===== src/rtl/dacfe_pkg.sv =====
package dacfe_pkg;
  typedef struct packed {
    logic clearFrame;
    logic shiftBit;
    logic loadReg;
  } dacStrobe_t;
endpackage


===== src/rtl/dacfe_sync.sv =====
module dacfe_sync #(
  parameter int WIDTH = 3,
  parameter int STAGES = 2,
  parameter logic [WIDTH-1:0] RESET_VAL = '0
) (
  input  logic             clk,
  input  logic             rstN,
  input  logic [WIDTH-1:0] asyncIn,
  output logic [WIDTH-1:0] syncOut
);
  logic [WIDTH-1:0] stage [STAGES];

  generate
    for (genvar s = 0; s < STAGES; s++) begin : g_stage
      if (s == 0) begin : g_first
        always_ff @(posedge clk or negedge rstN)
          if (!rstN) stage[0] <= RESET_VAL;
          else       stage[0] <= asyncIn;
      end else begin : g_next
        always_ff @(posedge clk or negedge rstN)
          if (!rstN) stage[s] <= RESET_VAL;
          else       stage[s] <= stage[s-1];
      end
    end
  endgenerate

  assign syncOut = stage[STAGES-1];
endmodule


===== src/rtl/dacfe_ctrl.sv =====
module dacfe_ctrl
  import dacfe_pkg::*;
#(
  parameter int WORD_W = 16,
  localparam int CNT_W = $clog2(WORD_W + 1)
) (
  input  logic       clk,
  input  logic       rstN,
  input  logic       csS,
  input  logic       sclkS,
  output dacStrobe_t strobe
);
  logic             csPrev, sclkPrev;
  logic [CNT_W-1:0] bitCount, countBase;
  logic             csFall, csRise, sclkRise;

  always_ff @(posedge clk or negedge rstN)
    if (!rstN) begin
      csPrev   <= 1'b1;
      sclkPrev <= 1'b0;
    end else begin
      csPrev   <= csS;
      sclkPrev <= sclkS;
    end

  assign csFall   = csPrev && !csS;
  assign csRise   = !csPrev && csS;
  assign sclkRise = sclkS && !sclkPrev;

  always_comb begin
    strobe.clearFrame = csFall;
    strobe.shiftBit   = sclkRise && !csS;
    strobe.loadReg    = csRise && (bitCount == CNT_W'(WORD_W));
  end

  assign countBase = strobe.clearFrame ? '0 : bitCount;

  // Saturating bit counter, restarted by each new frame
  always_ff @(posedge clk or negedge rstN)
    if (!rstN) bitCount <= '0;
    else if (strobe.shiftBit) begin
      if (countBase != CNT_W'(WORD_W)) bitCount <= countBase + 1'b1;
      else                             bitCount <= countBase;
    end else if (strobe.clearFrame) bitCount <= '0;
endmodule


===== src/rtl/dacfe_datapath.sv =====
module dacfe_datapath
  import dacfe_pkg::*;
#(
  parameter int WORD_W = 16,
  parameter int SEG_BITS = 4,
  localparam int LADDER_W = WORD_W - SEG_BITS,
  localparam int SEG_N = (1 << SEG_BITS) - 1
) (
  input  logic                clk,
  input  logic                rstN,
  input  logic                sdiS,
  input  dacStrobe_t          strobe,
  output logic [SEG_N-1:0]    segEn,
  output logic [LADDER_W-1:0] ladder,
  output logic                updated
);
  logic [WORD_W-1:0]   shiftReg, shiftBase, dacReg;
  logic [SEG_BITS-1:0] topNib;

  assign shiftBase = strobe.clearFrame ? '0 : shiftReg;

  always_ff @(posedge clk or negedge rstN)
    if (!rstN) shiftReg <= '0;
    else if (strobe.shiftBit)   shiftReg <= {shiftBase[WORD_W-2:0], sdiS};
    else if (strobe.clearFrame) shiftReg <= '0;

  always_ff @(posedge clk or negedge rstN)
    if (!rstN) begin
      dacReg  <= '0;
      updated <= 1'b0;
    end else begin
      updated <= strobe.loadReg;
      if (strobe.loadReg) dacReg <= shiftReg;
    end

  assign topNib = dacReg[WORD_W-1 -: SEG_BITS];
  assign ladder = dacReg[LADDER_W-1:0];

  generate
    for (genvar k = 1; k <= SEG_N; k++) begin : g_therm
      assign segEn[k-1] = (topNib >= SEG_BITS'(k));
    end
  endgenerate
endmodule


===== src/rtl/serial_dac_front.sv =====
module serial_dac_front
  import dacfe_pkg::*;
#(
  parameter int WORD_W = 16,
  parameter int SEG_BITS = 4,
  parameter int SYNC_STAGES = 2,
  localparam int LADDER_W = WORD_W - SEG_BITS,
  localparam int SEG_N = (1 << SEG_BITS) - 1
) (
  input  logic                clk,
  input  logic                rstN,
  input  logic                csN,
  input  logic                sclk,
  input  logic                sdi,
  output logic [SEG_N-1:0]    segEn,
  output logic [LADDER_W-1:0] ladder,
  output logic                updated
);
  logic [2:0] pinSync;
  logic       csSync;
  dacStrobe_t strobe;

  dacfe_sync #(.WIDTH(3), .STAGES(SYNC_STAGES), .RESET_VAL(3'b100)) u_sync (
    .clk(clk), .rstN(rstN), .asyncIn({csN, sclk, sdi}), .syncOut(pinSync)
  );

  assign csSync = pinSync[2];

  dacfe_ctrl #(.WORD_W(WORD_W)) u_ctrl (
    .clk(clk), .rstN(rstN), .csS(csSync), .sclkS(pinSync[1]), .strobe(strobe)
  );

  dacfe_datapath #(.WORD_W(WORD_W), .SEG_BITS(SEG_BITS)) u_dp (
    .clk(clk), .rstN(rstN), .sdiS(pinSync[0]), .strobe(strobe),
    .segEn(segEn), .ladder(ladder), .updated(updated)
  );
endmodule


===== config.mk =====
export PLATFORM = sky130hd
export DESIGN_NAME = serial_dac_front
export DESIGN_NICKNAME = d
export VERILOG_FILES = /design/src/rtl/dacfe_pkg.sv /design/src/rtl/dacfe_sync.sv /design/src/rtl/dacfe_ctrl.sv /design/src/rtl/dacfe_datapath.sv /design/src/rtl/serial_dac_front.sv
export SDC_FILE = /design/constraint.sdc
export NUM_CORES = 1
export LEC_CHECK = 0
export BUFFER_PORTS_ARGS = -buffer_cell sky130_fd_sc_hd__buf_2
export CAP_MARGIN = 15
export CORE_MARGIN = 1.5
export CORE_UTILIZATION = 35
export CTS_BUF_LIST = sky130_fd_sc_hd__clkbuf_8
export DETAILED_ROUTE_END_ITERATION = 12
export PLACE_DENSITY = 0.51
export SLEW_MARGIN = 20
export SYNTH_ARGS = -nofsm -noshare
export SYNTH_HDL_FRONTEND = slang
export SYNTH_SLANG_ARGS = --single-unit

===== constraint.sdc =====
create_clock -name clk -period 2 [get_ports clk]
set_input_delay 0 -clock clk [delete_from_list [all_inputs] [get_ports clk]]
set_output_delay 0 -clock clk [all_outputs]
set_load 0.01 [all_outputs]

### After elaboration in Yosys (flattened, before gate mapping)

Cells that the tools add are included.

* register bits after elaboration: 46
* input bits: 5
* bits in read-only memories: 0
* memories: 0
* output and inout port bits: 28
* bits in writable memories: 0
* bits in latches: 0

* divide/modulo/power cells: 0
* magnitude comparators: 15
* reduce and logical (&&, ||, !) cells: 9
* equality and inequality tests: 2
* multiply operators: 0
* bitwise logic cells: 0
* add/subtract/negate cells: 1
* mux-type cells: 5
* shift-type cells: 0

Operators by type and width (count)
* >= comparator 4 bit, second input constant: 8
* 2-to-1 mux 16 bit: 2
* >= comparator 4 x 3 -> 1 bit, second input constant: 4
* 2-to-1 mux 5 bit: 3
* >= comparator 4 x 2 -> 1 bit, second input constant: 2
* adder 5 x 1 -> 5 bit, second input constant: 1
* equality test 5 bit, second input constant: 1
* logical AND 1 bit: 5
* inequality test 5 bit, second input constant: 1
* >= comparator 4 x 1 -> 1 bit, second input constant: 1
* logical NOT 1 bit: 3
* nonzero test 2 bit: 1

### Depth between registers and ports, before layout

Gate-level depths: netlist of run 1.

* depth after elaboration: 6
* depth in mapped cells: 4

### Hierarchy

Synthesis of run 1 repeated with hierarchy kept, for this count alone.

* cells, all modules: 167
* area, all modules: 2058.2 um^2

By module, submodules not included
* dacfe_datapath: cells an instance 123, times used 1, area an instance 1542.7 um^2, seq. area each 825.8 um^2
* dacfe_ctrl: cells an instance 35, times used 1, area an instance 340.3 um^2, seq. area each 176.4 um^2
* dacfe_sync: cells an instance 9, times used 1, area an instance 175.2 um^2, seq. area each 152.6 um^2

### Least setup slack after synthesis of run 1

No wires, ideal clock.

* path type: reg-to-reg
* from: register u_ctrl.bitCount[3]
* to: register u_dp.dacReg[0]
* arrival time: 1293 ps
* setup time: 125 ps
* path slack: 582 ps
* required time: 1875 ps
* cell stages (with the launch flop): 5
* path buffers: 1
* cells stage by stage: dfrtp_1 nor3_4 nand4b_4 buf_6 mux2_4

* word-level cells in the longest chain between the ends: 2

RTL lines
* start, declared: RTL line dacfe_ctrl.sv:14 `logic [CNT_W-1:0] bitCount, countBase;`
* start signal, assigned: RTL line dacfe_ctrl.sv:42 `if (countBase != CNT_W'(WORD_W)) bitCount <= countBase + 1'b1;`
* start signal, assigned: RTL line dacfe_ctrl.sv:43 `else bitCount <= countBase;`
* equality test 5 bit: RTL line dacfe_ctrl.sv:33 `strobe.loadReg = csRise && (bitCount == CNT_W'(WORD_W));`
* logical AND 1 bit: RTL line dacfe_ctrl.sv:33
* end signal, assigned: RTL line dacfe_datapath.sv:33 `if (strobe.loadReg) dacReg <= shiftReg;`
* end, declared: RTL line dacfe_datapath.sv:17 `logic [WORD_W-1:0] shiftReg, shiftBase, dacReg;`

No other way between the ends.
A chain may end at the register's enable or synchronous reset.

### Worst setup path after layout of run 1

* from: register u_ctrl.bitCount[2]
* to: register u_dp.dacReg[5]

Same word-level chain as after synthesis.

==> results of run 1 <==
report_power, final:
group / leakage (nW) / internal (mW) / switching (mW)
Clock: 0.0493 / 0.242 / 0.296
Combinational: 0.552 / 0.0279 / 0.0453
Sequential: 0.619 / 0.948 / 0.0174
Total: 1.22 / 1.22 / 0.359
registers in the layout, indices dropped and copies added, names as in the netlist:
name,flops
u_ctrl.csPrev,1
u_dp.dacReg,16
u_dp.shiftReg,16
u_ctrl.bitCount,5
u_sync.stage,3
u_ctrl.sclkPrev,1
u_dp.updated,1
u_sync.syncOut,3
cells in the final DEF (no fill, tap or decap), types with 2 or more instances in the layout:
cell type / n
mux2_2: 7
dfrtp_1: 43
a21o_1: 2
nor2b_1: 4
inv_1: 4
buf_4: 4
clkbuf_8: 5
a21oi_1: 17
buf_2: 32
dlygate4sd3_1: 4
mux2i_1: 2
nand2_1: 40
mux2_4: 9
xor2_1: 2
dfstp_2: 3
nand3_1: 4
nor2_1: 5
per-stage QoR:
step           hold slack, ns  utilization  worst slack [ns]
3_5_place_dp           0.0788        0.390             0.398
6_report                0.274        0.413             0.412
3_3_place_gp           0.0697        0.390             0.429
2_1_floorplan          -0.296            -             0.582
4_1_cts                 0.287        0.413             0.367
5_1_grt                 0.339        0.413             0.296
metal layers:
layer  vias up  GRT usage  wire [um]
li1        623          -          -
met1       625      0.148       1530
met2        26      0.205       1610
met3         2     0.0360        146
met4         0     0.0429         23
met5         -          0          0
cells by family (layout without fill, tap and decap cells):
logic type,count (synthesis),count (layout),share of synthesized area
mux,18,18,0.117
xor+xnor,2,2,0.00877
buf+inv,25,51,0.0745
flops,46,46,0.578
compound gates,24,24,0.0708
simple gates,62,62,0.151
area by class of cell:
type | count | area share
clock buffer | 5 | 0.0303
clock inverter | 3 | 0.00771
inverter | 3 | 0.00496
multi-input combinational | 106 | 0.308
sequential | 46 | 0.508
tap | 72 | 0.0396
timing repair buffer | 40 | 0.101
critical path, stage by stage, from the launching register on:
cell and delay (ns):
dfrtp_1 0.40, nor2b_1 0.27, nand4b_4 0.39, mux2_4 0.42
worst max path at each step:
stage	endpoint	slack, ns	cells past startpoint
floorplan	u_dp.dacReg[0]$_DFFE_PN0P_	0.58	4
global placement	u_dp.dacReg[7]$_DFFE_PN0P_	0.43	3
detailed placement	u_dp.dacReg[5]$_DFFE_PN0P_	0.40	3
CTS	u_dp.dacReg[5]$_DFFE_PN0P_	0.37	3
global route	u_dp.dacReg[5]$_DFFE_PN0P_	0.30	3
finish	u_dp.dacReg[5]$_DFFE_PN0P_	0.41	3
==> results by group, run 1 <==
Placed design
  – DP Area: 2150 um2
  – Port Buffers: 32
  – Hpwl dp: 2300 um
  – Placer Congestion: 0.706
  – Placed Cells: 263

Route
  – Post-route ant nets: 0
  – DR vias: between 1000 and 1500
  – DR DRC count: 0
  – Starting DRC count in detailed routing: 133
  – Drt total wl: between 3000 and 4000 um
  – Wire per inst: around 12 um
  – Vias per inst: 4.64
  – Pre-antenna DRT Iters: 4

Clock network
  – H-tree levels: 2
  – Post-CTS Setup Bufs: 0
  – CTS max path bufs: 2
  – Clk root buf: clkbuf_8
  – Cts repair resizes: 0
  – CTS tree: yes
  – Reg clk slew, reported paths: 0.08 ns
  – Clock tree sinks: between 40 and 50
  – CTS Hold Bufs: 4
  – CTS buffer count: 5
  – Worst skew pair latency: between 0.2 and 0.3 ns

Synthesis
  – Most numerous cell in the Yosys netlist: dfrtp_1
  – Post-synth EDFFs: 0
  – Synth top cells by count: dfrtp_1 (43), nand2_1 (40), a21oi_1 (17)
  – FFs w/ async S/R, synth: 1.00
  – Share of the synthesized area in the top cell type: 0.539
  – Netlist Area Pre-Place: approximately 2000 um2
  – Ys Warns: 0
  – Syn_nets: 182
  – Synth Register Bits: between 40 and 50
  – Seq/Total Area, Yosys: 0.578
  – Largest area contributor in the netlist: dfrtp_1
  – Top_reg_cell synth: dfrtp_1
  – Syn Inst Count: ~180
  – Post-synth cell types: 31
  – Synth area leaders: dfrtp_1 (54%), nand2_1 (7.5%), mux2_4 (6.8%), buf_4 (4.5%), a21oi_1 (4.3%)
  – Syn_area_per_cell: 11.3 um2

Worst setup path
  – Critical path peak fanout: 17
  – Worst reg2reg endpoint: u_dp.dacReg[5]$_DFFE_PN0P_
  – CP endpoint kind: register
  – Crit path arrival time: 1.77 ns
  – Reg-to-Reg Start: u_ctrl.bitCount[2]$_DFF_PN0_
  – CP Data Required Time: 2.18 ns
  – Crit path launch type: register
  – R2R setup slack: 0.41 ns
  – Crit path from: u_ctrl.bitCount[2]$_DFF_PN0_
  – Crit Path Category: reg -> reg
  – Worst R2R Path Depth: 3

Finish
  – Area of the multi-input gates: approximately 700 um2
  – Design area: 2270 um2
  – Total Nets Final: 207
  – Register area: 1150 um2
  – Final Non-Filler Cells: 275
  – Ant diodes: 0
  – Layout area overhead: 13.7%
  – Layout cell share with drive strength beyond 1: 0.325
  – Fillers: 528

Global routing
  – Largest net degree at the start of global routing: 32
  – GRT Overall Usage: 0.122
  – Antenna violations before repair: 0
  – Vias in the first global route: 1267
  – First-pass GRT wire length: 5870 um
  – Total gr overflow: 0

Timing
  – Setup TNS after final layout: 0 ns
  – Worst Max-Slew Pin Slew: 0.679 ns
  – Min Tclk post-route: 1.59 ns
  – Final Cycle Share: 0.794
  – Pins Over Slew Limit: 0
  – Worst Skew: 0.0103 ns
  – Final hold vios: 0
  – Final setup fails: 0
  – RSZ-0062 raised after global routing: no
  – Relative slew slack: 0.547
  – Peak Freq: roughly 630 MHz

Floorplan
  – Initial Util: 0.363
  – Die area: 6170 um2
  – Core area: 5510 um2
  – Die H: around 80 um
  – IO Pins: 33
  – Die X: 78.6 um
  – Number of cell rows: 27

Outcome
  – Status: finished, final reports clean

Pwr
  – Power Density: 694 nW/um2
  – Leakage power: 1.22 nW
  – Total chip power: 1.58 mW
  – Peak supply drop: 0.000411 V

Run
  – Max-cap check violation count: 0

Worst hold path
  – Worst hold path type: in -> async
No activity file was read; power rests on OpenSTA's default activity.
==> run 2, diff against run 1 <==
- ABC_AREA: unset -> 1
- clock period: 2 -> 1.5 ns (I/O delays scaled with it)
==> run 2 against run 1 <==
- register-to-register slack got worse by 0.20 ns
- global-route usage rose by 0.47 points
- synthesized area grew 3.8%
- sequential share of layout area decreased by 1.9 points
- via count increased by 13%
- final cell count up 24%
- largest power group unchanged
- setup slack lost 0.20 ns
==> results by group, run 2 <==
Finish
  – Area of the multi-input gates: 643 um2
  – Layout area overhead: 13.8%
  – Layout cell share with drive strength beyond 1: 0.245
  – Ant diodes: 0
  – Most frequent cells in the layout: nand2_1 (74), dfrtp_1 (43), inv_1 (32), buf_2 (32), nor2_1 (22)
  – Biggest regs: u_dp.dacReg: 16 flops, u_dp.shiftReg: 16 flops, u_ctrl.bitCount: 5 flops
  – Register area: 1150 um2
  – Total Nets Final: 273
  – Final Util: 0.421
  – Fillers: 602
  – Most common cell after layout, fill and taps aside: nand2_1

Pwr
  – Power Density: 901 nW/um2
  – Leakage power: 1.26 nW
  – Peak supply drop: about 0.00041 V

Placed design
  – Placer Congestion: between 0.7 and 0.8
  – Hpwl dp: 2420 um
  – Dpl ws: 0.222 ns
  – Port Buffers: 32

Timing
  – Relative slew slack: 0.623
  – Peak Freq: slightly below 800 MHz
  – Final setup fails: 0
  – Setup TNS after final layout: 0 ns
  – Worst Skew: roughly 0.0095 ns
  – Final Cycle Share: 0.861
  – Final hold vios: 0
  – Min Tclk post-route: 1.29 ns
  – Setup ws final: 0.208 ns
  – RSZ-0062 raised after global routing: no
  – Pins Over Slew Limit: 0
  – Worst Max-Slew Pin Slew: around 0.56 ns

Synthesis
  – Synth Register Bits: 46
  – Simple-gate share of the synthesized area: 0.217
  – Syn Inst Count: 238
  – Multiplexer area fraction after synthesis: 0
  – Seq/Total Area, Yosys: 0.557
  – Synth top cells by count: nand2_1 (74), dfrtp_1 (43), inv_1 (30)
  – Main combinational cell family by area after synthesis: simple AND/OR/NAND/NOR gates
  – Largest area contributor in the netlist: dfrtp_1
  – Post-synth EDFFs: 0
  – Synth Area in Compound Gates: 0.0887
  – Synth Area in Adders: 0
  – Synth area leaders: dfrtp_1 (52%), nand2_1 (13%), inv_1 (5.4%), buf_4 (4.7%), nor2_1 (4.0%)
  – Top_reg_cell synth: dfrtp_1
  – Share of the synthesized area in the top cell type: 0.519
  – Syn_nets: between 200 and 250
  – XOR/XNOR share of the synthesized area: 0.00422
  – Most numerous cell in the Yosys netlist: nand2_1
  – Ys Warns: 0
  – Post-synth cell types: 21
  – FFs w/ async S/R, synth: 1.00
  – Netlist Area Pre-Place: 2070 um2
  – Syn_area_per_cell: between 8 and 9 um2

Run
  – Max-cap check violation count: 0

Global routing
  – Total gr overflow: 0
  – GRT Overall Usage: 0.127
  – First-pass GRT wire length: 6190 um
  – Largest net degree at the start of global routing: 47
  – Antenna violations before repair: 0
  – Vias in the first global route: 1399

Route
  – Pre-antenna DRT Iters: 6
  – Met2 WL: about 1600 um
  – Post-route met1 wirelength: around 1700 um
  – Vias per inst: 4.24
  – Wire per inst: between 10 and 15 um
  – DR DRC count: 0
  – Post-route ant nets: 0
  – Starting DRC count in detailed routing: 62
  – DR vias: 1446
  – Uppermost routed layer: met4
  – DR WL met3: ~120 um
  – Drt total wl: 3550 um

Worst setup path
  – Crit path arrival time: 1.53 ns
  – Reg-to-Reg Start: u_sync.syncOut[2]$_DFF_PN1_
  – R2R setup slack: 0.21 ns
  – Worst reg2reg endpoint: u_ctrl.bitCount[4]$_DFF_PN0_
  – Critical path peak fanout: 8
  – CP Data Required Time: 1.73 ns
  – Crit Path Category: reg -> reg
  – Crit path launch type: register
  – Worst R2R Path Depth: 8
  – CP endpoint kind: register

Floorplan
  – Die area: 6390 um2
  – Initial Util: 0.370
  – Core area: 5610 um2
  – IO Pins: 33
  – Die X: 80.0 um
  – Die H: 80.0 um
  – Number of cell rows: 27

Outcome
  – Status: finished, final reports clean

Clock network
  – Clk root buf: clkbuf_8
  – Worst skew pair latency: 0.30 ns
  – CTS max path bufs: 2
  – Clock tree sinks: 46
  – CTS tree: yes
  – H-tree levels: 2
  – CTS buffer count: 5
  – Reg clk slew, reported paths: 0.08 ns

Worst hold path
  – Worst hold path type: in -> async
[run 2: changes by cell type after synthesis, sizes merged, moves of 2 or more]
cell	delta
nand2	+36
inv	+30
o21ai	+26
nor2	+19
mux2	-16
a21oi	-13
clkbuf	-6
nor2b	-4
buf	+3
nand3	+3
a21o	-2
mux2i	-2
[run 2: critical path, stage by stage (launching register included)]
cell     delay, ns
dfstp_2       0.56
inv_2         0.07
nand2_4       0.10
nand2_1       0.06
inv_1         0.10
nand2_1       0.08
nor2_1        0.14
nand2_1       0.06
nand2_1       0.05
[run 2: timing repair]
action,4_1_cts,5_1_grt
setup buffers,0,0
setup endpoints to repair,0,0
resized for setup,0,0
endpoints found under the hold margin,46,0
hold buffers,4,0
[run 2: cell families after synthesis]
family,count (synthesis)
buffers and inverters,52
and+or+nand+nor,109
AOI/OAI and AO/OA,30
DFF,46
xor gates and xnor gates,1
[run 2: how the worst max path moves through the flow]
stage,from,end,depth (start not counted)
6_report,u_sync.syncOut[2]$_DFF_PN1_,u_ctrl.bitCount[4]$_DFF_PN0_,8
5_1_grt,u_sync.syncOut[2]$_DFF_PN1_,u_dp.shiftReg[15]$_DFFE_PN0P_,6
4_1_cts,u_sync.syncOut[2]$_DFF_PN1_,u_ctrl.bitCount[4]$_DFF_PN0_,8
3_5_place_dp,u_sync.syncOut[2]$_DFF_PN1_,u_ctrl.bitCount[4]$_DFF_PN0_,7
3_3_place_gp,u_sync.syncOut[2]$_DFF_PN1_,u_dp.dacReg[9]$_DFFE_PN0P_,6
2_1_floorplan,u_sync.syncOut[2]$_DFF_PN1_,u_dp.dacReg[2]$_DFFE_PN0P_,6
[run 2: final cells by class]
| class | instances | area share |
|---|---|---|
| repair buffers | 42 | 0.109 |
| multi-input cells | 140 | 0.273 |
| clock buffers | 6 | 0.0350 |
| flip-flops and latches | 46 | 0.489 |
| well taps | 72 | 0.0382 |
| inverters | 33 | 0.0525 |
| clock inverters | 2 | 0.00318 |
[run 2: per-layer routing]
metal  track usage  vias up
li1              -      771
met1         0.152      647
met2         0.209       22
met3        0.0377        6
met4        0.0569        0
met5             0        -
[run 2: per-stage QoR]
stage	area, um2	std cells	hold WS (ns)	total power, mW
floorplan	2070	238	-0.296	1.35
detailed placement	2230	329	0.107	1.39
finish	2360	341	0.309	2.13
CTS	2360	341	0.330	2.17
global placement	2230	329	0.106	1.39
global route	2360	341	0.328	2.22
[run 2: where the power goes]
group          internal [mW]  switching (mW)
Combinational         0.0301          0.0668
Sequential              1.26          0.0140
Clock                  0.362           0.390
==> run 3, diff against run 2 <==
- CORE_UTILIZATION: 35 -> 55
- PLACE_DENSITY: 0.51 -> 0.75
- REMOVE_ABC_BUFFERS: unset -> 1
==> run 3 against run 2 <==
- hold slack got worse by 0.10 ns
- sequential share of layout area rose by 0.87 points
- global-route usage grew 6.0 points
- setup slack lost 0.018 ns
- sequential cell count unchanged
- non-clock buffer count unchanged
- critical endpoint is now u_dp.dacReg[13]$_DFFE_PN0P_
- clock power decreased by 0.5%
==> results by group, run 3 (same netlist as run 2, synthesis figures left out) <==
Route
  – DR vias: 1462
  – Drt total wl: 3360 um
  – Pre-antenna DRT Iters: 4
  – Vias per inst: 4.61
  – Starting DRC count in detailed routing: 88
  – Wire per inst: 10.6 um
  – DR DRC count: 0
  – Post-route ant nets: 0

Global routing
  – Largest net degree at the start of global routing: 25
  – First-pass GRT wire length: just under 6000 um
  – GRT Overall Usage: 0.187
  – Antenna violations before repair: 0
  – Vias in the first global route: 1422
  – Total gr overflow: 0

Placed design
  – Port Buffers: 32
  – Placed Cells: 305
  – Hpwl dp: 2340 um
  – DP Area: approximately 2200 um2
  – Placer Congestion: 0.818

Pwr
  – Power Density: 916 nW/um2
  – Peak supply drop: 0.000545 V
  – Leakage power: ~1.3 nW
  – Total chip power: 2.12 mW

Timing
  – Setup TNS after final layout: 0 ns
  – RSZ-0062 raised after global routing: no
  – Final Cycle Share: 0.873
  – Final hold vios: 0
  – Relative slew slack: 0.805
  – Min Tclk post-route: 1.31 ns
  – Pins Over Slew Limit: 0
  – Worst Max-Slew Pin Slew: 0.293 ns
  – Worst Skew: 0.00580 ns
  – Peak Freq: around 760 MHz
  – Final setup fails: 0

Floorplan
  – IO Pins: 33
  – Core area: between 3000 and 4000 um2
  – Die H: 64.4 um
  – Number of cell rows: 22
  – Die area: 4150 um2
  – Die X: 64.4 um
  – Initial Util: 0.571

Clock network
  – H-tree levels: 2
  – Cts repair resizes: 0
  – Reg clk slew, reported paths: ~0.08 ns
  – CTS max path bufs: 2
  – CTS tree: yes
  – Clock tree sinks: 46
  – Clk root buf: clkbuf_8
  – Worst skew pair latency: 0.30 ns
  – CTS buffer count: 5

Finish
  – Ant diodes: 0
  – Final Util: 0.638
  – Total Nets Final: 273
  – Most frequent cells in the layout: nand2_1 (74), dfrtp_1 (43), buf_2 (32)
  – Biggest regs: u_dp.dacReg: 16 flops, u_dp.shiftReg: 16 flops, u_ctrl.bitCount: 5 flops
  – Design area: 2320 um2
  – Most common cell after layout, fill and taps aside: nand2_1
  – Final Non-Filler Cells: 317
  – Layout area overhead: 11.8%
  – Layout cell share with drive strength beyond 1: 0.249

Worst setup path
  – Crit path arrival time: 1.50 ns
  – Critical path peak fanout: 20
  – Crit Path Category: reg -> reg
  – CP endpoint kind: register
  – CP Data Required Time: 1.69 ns
  – Crit path launch type: register
  – Worst R2R Path Depth: 6

Run
  – Max-cap check violation count: 0

Worst hold path
  – Worst hold path type: in -> async

Outcome
  – Status: finished, final reports clean
-- run 3: cell types whose count changed in the layout (fill, tap and decap cells not counted), sizes merged --
cell / delta
inv: -1
clkinv: +1
-- run 3: critical path, cell delays in order (launching register included) --
cell     delay [ns]
dfstp_2        0.56
inv_2          0.07
nor3_2         0.12
nand2_2        0.07
buf_4          0.21
nand2_1        0.11
o21ai_2        0.06
-- run 3: final cells by class --
type | instances | area [um2]
Inverter | 33 | 124
Clock inverter | 2 | 8.76
Fill cell | 329 | 1320
Timing Repair Buffer | 42 | 245
Tap cell | 48 | 60.1
Sequential cell | 46 | 1150
Multi-Input combinational cell | 140 | 643
Clock buffer | 6 | 82.6
-- run 3: path summary, 6_finish.rpt --
check	startpoint	endpoint	slack [ns]
worst max-delay path	u_sync.syncOut[2]$_DFF_PN1_	u_dp.dacReg[13]$_DFFE_PN0P_	0.19
worst min-delay path	rstN	u_dp.dacReg[9]$_DFFE_PN0P_	0.21
worst max register to register	u_sync.syncOut[2]$_DFF_PN1_	u_dp.dacReg[13]$_DFFE_PN0P_	0.19
worst min register to register	u_sync.stage[3]$_DFF_PN0_	u_sync.syncOut[0]$_DFF_PN0_	0.36
max in group asynchronous	rstN	u_ctrl.csPrev$_DFF_PN1_	1.00
min in group clk	sclk	u_sync.stage[4]$_DFF_PN0_	0.34
-- run 3: layer usage --
layer | GRT usage | vias up | wire, um
met5 | 0 | - | 0
met4 | 0.0798 | 0 | 58
met3 | 0.0581 | 8 | 138
met2 | 0.332 | 30 | 1620
met1 | 0.204 | 653 | 1540
li1 | - | 771 | -
-- run 3: per-stage QoR --
stage | hold WS (ns) | setup slack (ns)
4_1_cts | 0.209 | 0.183
6_report | 0.208 | 0.190
3_5_place_dp | 0.00239 | 0.190
5_1_grt | 0.261 | 0.0737
3_3_place_gp | -0.00354 | 0.242
2_1_floorplan | -0.296 | 0.122
-- run 3: timing repair --
item / in CTS / in global routing
endpoints found under the hold margin: 49 / 0
hold buffers: 4 / 0
setup endpoints to repair: 0 / 0
buffers inserted: 0 / 0
-- run 3: power by group --
group | total [mW] | switching [mW] | internal [mW]
sequential | 1.28 | 0.0138 | 1.26
clock | 0.749 | 0.384 | 0.365
combinational | 0.0979 | 0.0672 | 0.0307
